**config.mk**
```make
export PLATFORM = sky130hd
export DESIGN_NAME = booth_ppg
export DESIGN_NICKNAME = d
export VERILOG_FILES = /design/src/rtl/booth_ppg_pkg.sv /design/src/rtl/bpg_recode.sv /design/src/rtl/bpg_row.sv /design/src/rtl/booth_ppg.sv
export SDC_FILE = /design/constraint.sdc
export NUM_CORES = 1
export LEC_CHECK = 0
export BUFFER_PORTS_ARGS = -buffer_cell sky130_fd_sc_hd__buf_2
export CAP_MARGIN = 20
export CORE_UTILIZATION = 35
export CTS_CLUSTER_SIZE = 25
export DETAILED_ROUTE_END_ITERATION = 12
export PLACE_DENSITY = 0.57
export SYNTH_ARGS = -nofsm -noshare
export SYNTH_HDL_FRONTEND = slang
export SYNTH_SLANG_ARGS = --single-unit
export TNS_END_PERCENT = 50
```
**constraint.sdc**
```tcl
create_clock -name clk -period 5.4 [get_ports clk]
set_input_delay 1.08 -clock clk [delete_from_list [all_inputs] [get_ports clk]]
set_output_delay 1.08 -clock clk [all_outputs]
set_load 0.02 [all_outputs]
```
**src/rtl/booth_ppg_pkg.sv**
```systemverilog
// Package: shared types and helpers for the partial product generator.
// Assumes group width S is at most 3, so a digit magnitude fits in 3 bits.
package booth_ppg_pkg;

    // One recoded digit: sign flag and magnitude (0..4).
    typedef struct packed {
        logic       neg;
        logic [2:0] mag;
    } bpg_digit_t;

    // Number of S-bit groups needed to cover an M-bit multiplier.
    function automatic int bpg_groups(input int m, input int s);
        return (m + s - 1) / s;
    endfunction

endpackage

```
**src/rtl/bpg_recode.sv**
```systemverilog
// Module: bpg_recode
// Splits the multiplier into S-bit groups, adds the carry from the group
// below, and maps each digit to a signed-magnitude selection. Digits above
// 2^(S-1) become negative with a carry into the next group. An extra top
// digit holds the final carry. Purely combinational.
// Assumes S in {2,3}.
module bpg_recode
    import booth_ppg_pkg::*;
#(
    parameter int M = 8,
    parameter int S = 2,
    parameter int G = bpg_groups(M, S)
) (
    input  logic [M-1:0]           mplier_i,
    output bpg_digit_t [G:0]       dig_o
);

    localparam int PW = G * S;
    localparam logic [S:0] THR  = (S+1)'(1) << (S - 1);
    localparam logic [S:0] FULL = (S+1)'(1) << S;

    logic [PW-1:0] padded;
    assign padded = PW'(mplier_i);

    // Purpose: ripple the carry through the groups and select each digit.
    always_comb begin
        logic [S:0] d;
        logic       c;
        dig_o = '0;
        c     = 1'b0;
        for (int g = 0; g < G; g++) begin
            d = {1'b0, padded[g*S +: S]} + {{S{1'b0}}, c};
            if (d > THR) begin
                c = 1'b1;
                if (d == FULL) begin
                    dig_o[g].neg = 1'b0;
                    dig_o[g].mag = 3'd0;
                end else begin
                    dig_o[g].neg = 1'b1;
                    dig_o[g].mag = 3'(FULL - d);
                end
            end else begin
                c = 1'b0;
                dig_o[g].neg = 1'b0;
                dig_o[g].mag = 3'(d);
            end
        end
        dig_o[G].neg = 1'b0;
        dig_o[G].mag = {2'b00, c};
    end

endmodule

```
**src/rtl/bpg_row.sv**
```systemverilog
// Module: bpg_row
// Forms one row: picks a multiple of N from the digit magnitude, takes the
// bitwise complement for a negative digit, and shifts left by SH with zero
// fill. The +1 that completes the negation is carried outside as a separate
// bit. Combinational. Assumes magnitude 3 occurs only when S=3.
module bpg_row
    import booth_ppg_pkg::*;
#(
    parameter int NW = 8,
    parameter int MW = NW + 2,
    parameter int W  = 18,
    parameter int SH = 0
) (
    input  logic [NW-1:0] mcand_i,
    input  logic [MW-1:0] triple_i,
    input  bpg_digit_t    dig_i,
    output logic [W-1:0]  pp_o
);

    logic [MW-1:0] mult;
    logic [W-1:0]  body;

    // Purpose: select the magnitude multiple without any adder.
    always_comb begin
        unique case (dig_i.mag)
            3'd1:    mult = MW'(mcand_i);
            3'd2:    mult = MW'(mcand_i) << 1;
            3'd3:    mult = triple_i;
            3'd4:    mult = MW'(mcand_i) << 2;
            default: mult = '0;
        endcase
    end

    // Purpose: fold in the negation and align the row at its weight.
    always_comb begin
        body = {{(W-MW){1'b0}}, mult};
        if (dig_i.neg) body = ~body;
        pp_o = body << SH;
    end

endmodule

```
**src/rtl/booth_ppg.sv**
```systemverilog
// Module: booth_ppg (top)
// Generalized negative-digit partial product generator. On start it
// captures the operands' rows and increment bits into registers and raises
// valid for one cycle. Rows hold until the next start.
// Assumes S in {2,3}; the summation is done elsewhere.
module booth_ppg
    import booth_ppg_pkg::*;
#(
    parameter int M  = 8,
    parameter int NW = 8,
    parameter int S  = 2,
    localparam int G   = bpg_groups(M, S),
    localparam int P   = G + 1,
    localparam int W   = NW + M + 2
) (
    input  logic           clk,
    input  logic           rst_n,
    input  logic           start_i,
    input  logic [NW-1:0]  mcand_i,
    input  logic [M-1:0]   mplier_i,
    output logic [P*W-1:0] pp_o,
    output logic [P-1:0]   inc_o,
    output logic           valid_o
);

    localparam int MW = NW + 2;

    bpg_digit_t [G:0]      dig;
    logic [MW-1:0]         triple;
    logic [P-1:0][W-1:0]   pp_comb;
    logic [P-1:0]          inc_comb;
    logic [P-1:0][W-1:0]   pp_q;
    logic [P-1:0]          inc_q;

    // Hard multiple: only a 3-bit group needs 3N; 2-bit groups never do.
    generate
        if (S == 3) begin : g_triple
            assign triple = MW'(mcand_i) + (MW'(mcand_i) << 1);
        end else begin : g_no_triple
            assign triple = '0;
        end
    endgenerate

    bpg_recode #(.M(M), .S(S), .G(G)) u_recode (
        .mplier_i (mplier_i),
        .dig_o    (dig)
    );

    generate
        for (genvar k = 0; k < P; k++) begin : g_row
            bpg_row #(.NW(NW), .MW(MW), .W(W), .SH(S*k)) u_row (
                .mcand_i  (mcand_i),
                .triple_i (triple),
                .dig_i    (dig[k]),
                .pp_o     (pp_comb[k])
            );
            assign inc_comb[k] = dig[k].neg;
        end
    endgenerate

    // Purpose: register rows on start and produce the one-cycle strobe.
    always_ff @(posedge clk) begin
        if (!rst_n) begin
            pp_q    <= '0;
            inc_q   <= '0;
            valid_o <= 1'b0;
        end else begin
            valid_o <= start_i;
            if (start_i) begin
                pp_q  <= pp_comb;
                inc_q <= inc_comb;
            end
        end
    end

    assign pp_o  = pp_q;
    assign inc_o = inc_q;

    // Folds rows and weighted increments back into a product, for checking.
    function automatic logic [W-1:0] fold_rows(input logic [P-1:0][W-1:0] r,
                                               input logic [P-1:0] c);
        logic [W-1:0] acc;
        acc = '0;
        for (int k = 0; k < P; k++) acc = acc + r[k] + (W'(c[k]) << (S*k));
        return acc;
    endfunction

    AST_RESET_CLEARS: assert property (@(posedge clk)
        !rst_n |=> (!valid_o && pp_q == '0 && inc_q == '0));

    AST_VALID_FOLLOWS_START: assert property (@(posedge clk) disable iff (!rst_n)
        start_i |=> valid_o);

    AST_VALID_NEEDS_START: assert property (@(posedge clk) disable iff (!rst_n)
        valid_o |-> $past(start_i));

    AST_ROWS_HOLD: assert property (@(posedge clk) disable iff (!rst_n)
        !start_i |=> ($stable(pp_q) && $stable(inc_q)));

    AST_SUM_IS_PRODUCT: assert property (@(posedge clk) disable iff (!rst_n)
        valid_o |-> fold_rows(pp_q, inc_q) ==
                    W'(W'($past(mcand_i)) * W'($past(mplier_i))));

    AST_TOP_ROW_POSITIVE: assert property (@(posedge clk) disable iff (!rst_n)
        valid_o |-> !inc_q[P-1]);

    generate
        for (genvar k = 1; k < P; k++) begin : g_chk
            localparam logic [W-1:0] LOWMASK = (W'(1) << (S*k)) - W'(1);
            AST_LOW_BITS_ZERO: assert property (@(posedge clk) disable iff (!rst_n)
                valid_o |-> (pp_q[k] & LOWMASK) == '0);
        end
        for (genvar k = 0; k < P; k++) begin : g_neg
            AST_NEG_ROW_NONZERO: assert property (@(posedge clk) disable iff (!rst_n)
                inc_q[k] |-> pp_q[k] != '0);
        end
    endgenerate

endmodule

```
==> run metrics, run 1 <==
Antenna Cells=0; gr ovfl total=0; register area=1060 sq um; Nets=547; Rows=37; Worst Hold Launch=pp_o[22]; CP Capture Type=register; via count=3,438; Clock power frac=23.1%; Clock Sinks=53; LEAKAGE=0.00179 uW; area of the multi-input gates=2260 sq um; worst hold path class=register to register; worst r2r path cells=2; Fill cells=1,095; FFs w/ async S/R, synth=0%; largest net degree at the start of global routing=55; sw power=400 uW; CTS tree=built; number of port buffers=91; setup slack, reg-to-reg=4.51 ns; top_reg_cell synth=dfxtp_1; sequential element share of the synthesized area=28.1%; placer congestion estimate=0.833; FF-to-FF Start=pp_o[68]; post_cts resized=0; YS warnings=0; synth unique cells=46; Switching Share=37.2%; post-synthesis area per instance=8.33 sq um; WL final=10,300 um; final setup violation count=0; Post-synth EDFFs=0; combinational share of power=35.1%; GRT Max-Usage Layer=met2; post-synth top area share=28.1%; CTS H-tree depth=2; synthesized cell area=3780 sq um; Max Clock Freq=0.203 GHz; fin crit share=91.3%; DP HPWL=7050 um; I/O pin total=115; Hold Path End=pp_o[22]; Max clock buf depth=2; worst vdd ir=0.000116 V; first-pass GRT wire length=16,400 um; Placed Area=4030 sq um; met1 Usage GRT=24.8%; Syn Inst Count=454; Int Power=675 uW; GRT Total Usage=18.4%; Reg clk slew, reported paths=0.09 ns; Slew Limit Fails=0; DRC Markers=0; RSZ-0062 raised after global routing=false; min Tclk post-route=4.93 ns; share of layout cells above drive strength 1=24.9%; slew margin rel.=45.7%; Arrival @ worst endpoint=5.17 ns; startpoint class of the critical path=input pin; Final Util=39.7%; Crit path required time=5.64 ns; crit-path max FO=11; Final Hold Viols=0; Synth area leaders=dfxtp_1 28%, buf_4 9.3%, o21ai_0 6.5%; initial antenna violation count=0; clock root cell=clkbuf_8; core area=10,400 sq um; non-filler instance count after layout=647; setup total negative slack=0 ns; height of the die=106 um; status=finished clean; type of the worst setup path=input pin to register; Pwr Density=260 nW/um^2; total CTS buffers=5; DIE AREA=11,200 sq um; DR vias/cell=5.31; met3 Usage GRT=2.88%; Reg power frac=41.7%; top cell type by total area after synthesis=dfxtp_1; number of post-CTS setup repair buffers=0; cts hold-fix bufs=0; First DRT Iteration DRCs=169; dpl cells=639; FF+latch count, synth=53; number of global-route vias before repair=3,224; Clk Latency, worst-skew pair=0.30 ns; Clock Skew=0 ns; Design Area, Final=4130 sq um; max cap viols=0; met2 Usage GRT=31.2%; DRT antenna net count=0; WL per Instance=15.9 um; Slew @ Worst Pin=0.808 ns; area delta synth->final=9.23%; Hold Path Cell Cnt=2; Pre-antenna DRT Iters=4; Initial Utilization=36.3%; worst flop-to-flop path endpoint=pp_o[68]; die span in x=106 um
[critical path, cell delays in order]
cell and delay (ns):
buf_2 0.08, and2_1 0.20, ha_1 0.21, inv_1 0.08, fa_1 0.58, inv_1 0.12, ha_1 0.18, inv_1 0.08
fa_1 0.41, inv_1 0.07, ha_1 0.16, inv_1 0.07, ha_1 0.34, inv_1 0.06, ha_1 0.18, ha_1 0.33
nor4_4 0.44, o21ai_0 0.20, a31oi_1 0.15, nand3b_1 0.12
[cell usage after synthesis, drive strengths merged (2+ instances only)]
cell / n
o21ai: 77
buf: 56
dfxtp: 53
a21oi: 29
nand2: 29
nor2: 28
nand3b: 21
a31oi: 18
nand4: 18
and4bb: 15
ha: 15
xor2: 15
inv: 14
clkbuf: 11
a211oi: 7
nor2b: 7
nand2b: 5
a311o: 4
mux2i: 4
nor3b: 4
o21a: 4
fa: 3
nor3: 3
nor4: 3
o21bai: 2
o311ai: 2
[cell families after synthesis]
| kind of cell | synth area share, % |
|---|---|
| and+or+nand+nor | 24.6 |
| AOI/OAI and AO/OA | 21.6 |
| xor gates and xnor gates | 3.71 |
| adders and majority gates | 6.55 |
| buffers and inverters | 14.4 |
| muxes | 1.06 |
| DFF | 28.1 |
| other | 0.0991 |
[registers in the layout, summed over array words and instances, names as in the netlist]
register and flops:
pp_o 50, valid_o 1, inc_o 2
[power by group through the flow]
stage	combinational, uW	clock (uW)	sequential, uW
2_1_floorplan	254	0	503
3_3_place_gp	367	0	458
6_report	378	249	449
5_1_grt	411	275	454
3_5_place_dp	374	0	458
4_1_cts	377	260	449
[area by class of cell]
| type | instances | area share, % |
|---|---|---|
| sequential | 53 | 25.7 |
| clock inverter | 1 | 0.121 |
| inverter | 14 | 1.27 |
| clock buffer | 7 | 2.33 |
| tap | 136 | 4.12 |
| multi-input combinational | 341 | 54.7 |
| timing repair buffer | 95 | 11.8 |
[layout by cell type (no fill, tap or decap), types with 10 or more instances in the layout]
cell	Yosys	final
dfxtp_1	53	53
ha_1	15	15
o21ai_0	49	49
a31oi_1	18	18
nand3b_1	21	21
conb_1	1	23
nand2_1	28	28
inv_1	13	13
a21oi_1	29	29
nand4_1	18	18
and4bb_4	10	10
buf_2	6	91
o21ai_1	25	25
xor2_1	15	15
nor2_1	27	27
[per-stage QoR]
step	total power, uW	hold WS (ns)	setup WS, ns
3_5_place_dp	832	0.456	0.160
3_3_place_gp	825	0.456	0.385
5_1_grt	1140	0.503	0.157
4_1_cts	1090	0.479	0.487
2_1_floorplan	757	0.543	0.130
6_report	1080	0.476	0.471
[worst max-delay path by stage]
| stage | startpoint | cells past startpoint | endpoint |
|---|---|---|---|
| 2_1_floorplan | mplier_i[1] | 23 | pp_o[61] |
| 3_3_place_gp | mplier_i[1] | 19 | pp_o[68] |
| 3_5_place_dp | mplier_i[0] | 19 | pp_o[61] |
| 4_1_cts | mplier_i[0] | 20 | pp_o[67] |
| 5_1_grt | mplier_i[0] | 20 | pp_o[67] |
| 6_report | mplier_i[0] | 20 | pp_o[64] |
[per-layer routing]
metal / up-vias / wire [um]
met3: 6 / 525
li1: 1675 / -
met5: - / 0
met4: 0 / 59
met1: 1643 / 4830
met2: 114 / 4840
Note: power is estimated with default switching activity, not from simulation.
==> run 2: changes to the inputs <==
RECOVER_POWER = 50   (was not set)
==> run 2 against run 1 <==
Compared with the run above:
- the run now ends with capacitance limit, slew limit left
- critical path depth did not move
- wire length fell by 0.43%
- fmax fell by 0.43%
- cell area fell by 1.8%
- sequential power barely moved
- register-to-register slack got worse by 0.06 ns
- setup slack got worse by 0.021 ns
- final cell count did not move
==> run metrics, run 2 (same netlist as run 1, synthesis figures left out) <==
GRT Total Usage=18.4%; slew margin rel.=-52.0%; gr ovfl total=0; Clk Latency, worst-skew pair=0.31 ns; type of the worst setup path=input pin to register; DRC Markers=0; total CTS buffers=5; Design Area, Final=4060 sq um; number of global-route vias before repair=3,224; placer congestion estimate=0.833; cts hold-fix bufs=0; Slowest cell on crit path=fa_1; core area=10,400 sq um; area delta synth->final=7.24%; area of the multi-input gates=2250 sq um; setup ws final=0.450 ns; Rows=37; WL per Instance=15.8 um; CTS tree=built; max cap viols=1; number of post-CTS setup repair buffers=0; Nets=547; pre-CTS WS=0.160 ns; final setup violation count=0; fin crit share=91.7%; register area=1060 sq um; Switching Share=37.6%; height of the die=106 um; Slew Limit Fails=55; critical path, cell by cell=buf_2 > and2_1 > ha_1 > inv_1 > fa_1 > inv_1 > ha_1 > inv_1 > fa_1 > inv_1 > ha_1 > inv_1 > ha_1 > inv_1 > ha_1 > ha_1 > nor4_4 > o21ai_0 > a31oi_1 > nand3b_1; share of layout cells above drive strength 1=14.5%; Arrival @ worst endpoint=5.20 ns; largest net degree at the start of global routing=55; DR vias/cell=5.30; Crit path required time=5.65 ns; dpl cells=639; number of port buffers=91; Fill cells=1,109; first-pass GRT wire length=16,400 um; die span in x=106 um; startpoint class of the critical path=input pin; Max clock buf depth=2; post_cts resized=0; First DRT Iteration DRCs=148; CTS H-tree depth=2; Reg clk slew, reported paths=0.09 ns; non-filler instance count after layout=647; clock root cell=clkbuf_8; Clock Skew=0 ns; status=finished with violations; commonest non-fill, non-tap cell in the layout=dfxtp_1; Antenna Cells=0; worst vdd ir=0.000117 V; LEAKAGE=0.00158 uW; RSZ-0062 raised after global routing=false; DP HPWL=7050 um; setup total negative slack=0 ns; sw power=400 uW; WL final=10,200 um; Clock power frac=23.4%; Largest stage delay, worst path=0.58 ns; Pre-antenna DRT Iters=4; initial antenna violation count=0; crit-path max FO=11; I/O pin total=115; Slew @ Worst Pin=2.28 ns; via count=3,428; Placed Area=4030 sq um; Int Power=665 uW; max reg flops=50; min Tclk post-route=4.95 ns; failing checks=capacitance limit, slew limit; worst hold path class=register to register; DRT antenna net count=0; Final Hold Viols=0; Clock Sinks=53; Final Util=38.9%; Pwr Density=263 nW/um^2; Initial Utilization=36.3%; most frequent cells in the layout=53 x dfxtp_1, 52 x clkbuf_1, 49 x o21ai_0; Reg power frac=42.2%; Max Clock Freq=0.202 GHz; DIE AREA=11,200 sq um; combinational share of power=34.4%; CP Capture Type=register
## run 2: final timing paths
kind | start | endpoint | slack [ns] | cells after the start
setup reg to reg | pp_o[68] | pp_o[68] | 4.45 | 2
hold reg to reg | pp_o[22] | pp_o[22] | 0.48 | 2
setup / recovery | mplier_i[0] | pp_o[64] | 0.45 | 20
hold / removal | pp_o[22] | pp_o[22] | 0.48 | 2
## run 2: final cells by class
class / instances / share of cell area, %
flip-flops and latches: 53 / 26.2
multi-input cells: 341 / 55.6
repair buffers: 95 / 10.3
clock buffers: 7 / 2.38
well taps: 136 / 4.19
inverters: 14 / 1.30
clock inverters: 1 / 0.123
## run 2: layer usage
| metal | GRT usage, % | part of all wire [%] |
|---|---|---|
| met5 | 0 | 0 |
| met4 | 3.47 | 1.1 |
| met3 | 2.88 | 6.4 |
| met2 | 31.2 | 47 |
| met1 | 24.8 | 45 |
## run 2: power by group through the flow
stage	sequential, uW	combinational (uW)	clock (uW)
floorplan	503	254	0
global placement	458	367	0
detailed placement	458	374	0
CTS	449	377	260
global route	455	401	275
finish	450	367	249
## run 2: stage by stage
step	hold slack [ns]	total power (uW)
6_report	0.479	1070
5_1_grt	0.506	1130
4_1_cts	0.479	1090
3_5_place_dp	0.456	832
3_3_place_gp	0.456	825
2_1_floorplan	0.543	757
## run 2: worst max-delay path, delay by kind of cell
| kind | cells | cell delay [ns] |
|---|---|---|
| compound gates | 2 | 0.36 |
| buf+inv | 7 | 0.56 |
| fa+ha+maj | 8 | 2.39 |
| simple gates | 3 | 0.79 |
==> run 3: changes to the inputs <==
BUFFER_PORTS_ARGS = -buffer_cell sky130_fd_sc_hd__buf_4   (was -buffer_cell sky130_fd_sc_hd__buf_2)
==> run 3 against run 2 <==
Compared with the run above:
- the run still ends with capacitance limit, slew limit left
- fmax increased by 2.3%
- clock power is 5% lower
- setup slack improved by 0.11 ns
- combinational power is 2% higher
- via count is 1.3% higher
- global-route usage fell by 0.29 points
- utilization grew 0.79 points
- sequential power about the same
- sequential cell count is the same
- final cell count shrank 0.15%
- critical endpoint unchanged
==> run metrics, run 3 (same netlist as run 1, synthesis figures left out) <==
Max clock buf depth=2; Largest delay share family, worst path=adder cells; WL final=10,200 um; Clk Latency, worst-skew pair=0.32 ns; WL per Instance=15.8 um; Largest stage delay, worst path=0.46 ns; Initial Utilization=36.3%; largest net degree at the start of global routing=55; Slowest cell on crit path=nor4_4; critical path, cell by cell=buf_4 > and2_1 > ha_1 > inv_1 > fa_1 > inv_1 > ha_1 > inv_1 > fa_1 > inv_1 > ha_1 > inv_1 > ha_1 > inv_1 > ha_1 > ha_1 > nor4_4 > o21ai_0 > a31oi_1 > nand3b_1; placer congestion estimate=0.806; die span in x=106 um; First DRT Iteration DRCs=148; Rows=37; worst hold path class=register to register; DRC Markers=0; Arrival @ worst endpoint=5.10 ns; crit-path max FO=17; clock root cell=clkbuf_8; core area=10,400 sq um; Final Util=39.7%; post_cts resized=0; number of global-route vias before repair=3,106; first-pass GRT wire length=16,000 um; met2 Usage GRT=30.3%; Pre-antenna DRT Iters=5; min Tclk post-route=4.84 ns; final setup violation count=0; pre-CTS WS=0.259 ns; RSZ-0062 raised after global routing=false; I/O pin total=115; height of the die=106 um; CP bufs+invs=7; Reg clk slew, reported paths=0.11 ns; fin crit share=89.6%; Clock Skew=0 ns; CP Capture Type=register; DR vias/cell=5.38; max reg flops=50; share of layout cells above drive strength 1=14.3%; via count=3,473; initial antenna violation count=0; number of port buffers=91; area delta synth->final=9.43%; CTS tree=built; GRT Total Usage=18.1%; DIE AREA=11,200 sq um; Clock Sinks=53; met3 Usage GRT=3.13%; met1 Usage GRT=24.3%; total CTS buffers=5; Slew @ Worst Pin=2.18 ns; Crit path required time=5.66 ns; Max Clock Freq=0.207 GHz; setup total negative slack=0 ns; commonest non-fill, non-tap cell in the layout=dfxtp_1; setup ws final=0.560 ns; most frequent cells in the layout=53 x dfxtp_1, 52 x clkbuf_1, 49 x o21ai_0; status=finished with violations; Final Hold Viols=0; total power=1060 uW; Antenna Cells=0; max cap viols=1; DP HPWL=7000 um; failing checks=capacitance limit, slew limit; slew margin rel.=-45.6%; Slew Limit Fails=55; type of the worst setup path=input pin to register; Pwr Density=256 nW/um^2; CTS H-tree depth=2; Fill cells=1,122; gr ovfl total=0; cts hold-fix bufs=0; worst vdd ir=0.0000984 V; number of post-CTS setup repair buffers=0; startpoint class of the critical path=input pin; GRT Max-Usage Layer=met2; LEAKAGE=0.00157 uW; Nets=546; DRT antenna net count=0
## run 3: routing by layer
layer  wire length (um)  vias up
met5                  0        -
met2               4760      139
met1               4720     1650
met3                663        9
met4                 83        0
li1                   -     1675
## run 3: path summary, 6_finish.rpt
kind,from,to,slack [ns],cells after the start
max reg2reg,pp_o[68],pp_o[68],4.46,2
min reg2reg,pp_o[0],pp_o[0],0.48,2
min,pp_o[0],pp_o[0],0.48,2
max,mplier_i[1],pp_o[64],0.56,20
## run 3: cell type report
| cell class | count | area, sq um | share of cell area (%) |
|---|---|---|---|
| Clock inverter | 3 | 22.5 | 0.544 |
| Inverter | 14 | 52.6 | 1.27 |
| Sequential cell | 53 | 1060 | 25.6 |
| Multi-Input combinational cell | 341 | 2250 | 54.4 |
| Clock buffer | 5 | 68.8 | 1.66 |
| Tap cell | 136 | 170 | 4.11 |
| Timing Repair Buffer | 94 | 510 | 12.3 |
## run 3: metrics by stage
stage / cells / hold WS (ns) / cell area, sq um
floorplan: 476 / 0.543 / 3860
global placement: 638 / 0.456 / 4250
detailed placement: 638 / 0.461 / 4250
CTS: 646 / 0.481 / 4340
global route: 646 / 0.508 / 4140
finish: 646 / 0.477 / 4140
## run 3: power breakdown
part	switching, uW	internal, uW
clock	146	91.4
sequential	21.4	429
combinational	245	128
total	413	649
## run 3: tightest hold or removal path, delay by kind of cell, from the launching register on
family	cells	cell delay, ns
flip-flops	1	0.33
AND/OR/NAND/NOR	1	0.06
AO/OA/AOI/OAI	1	0.05
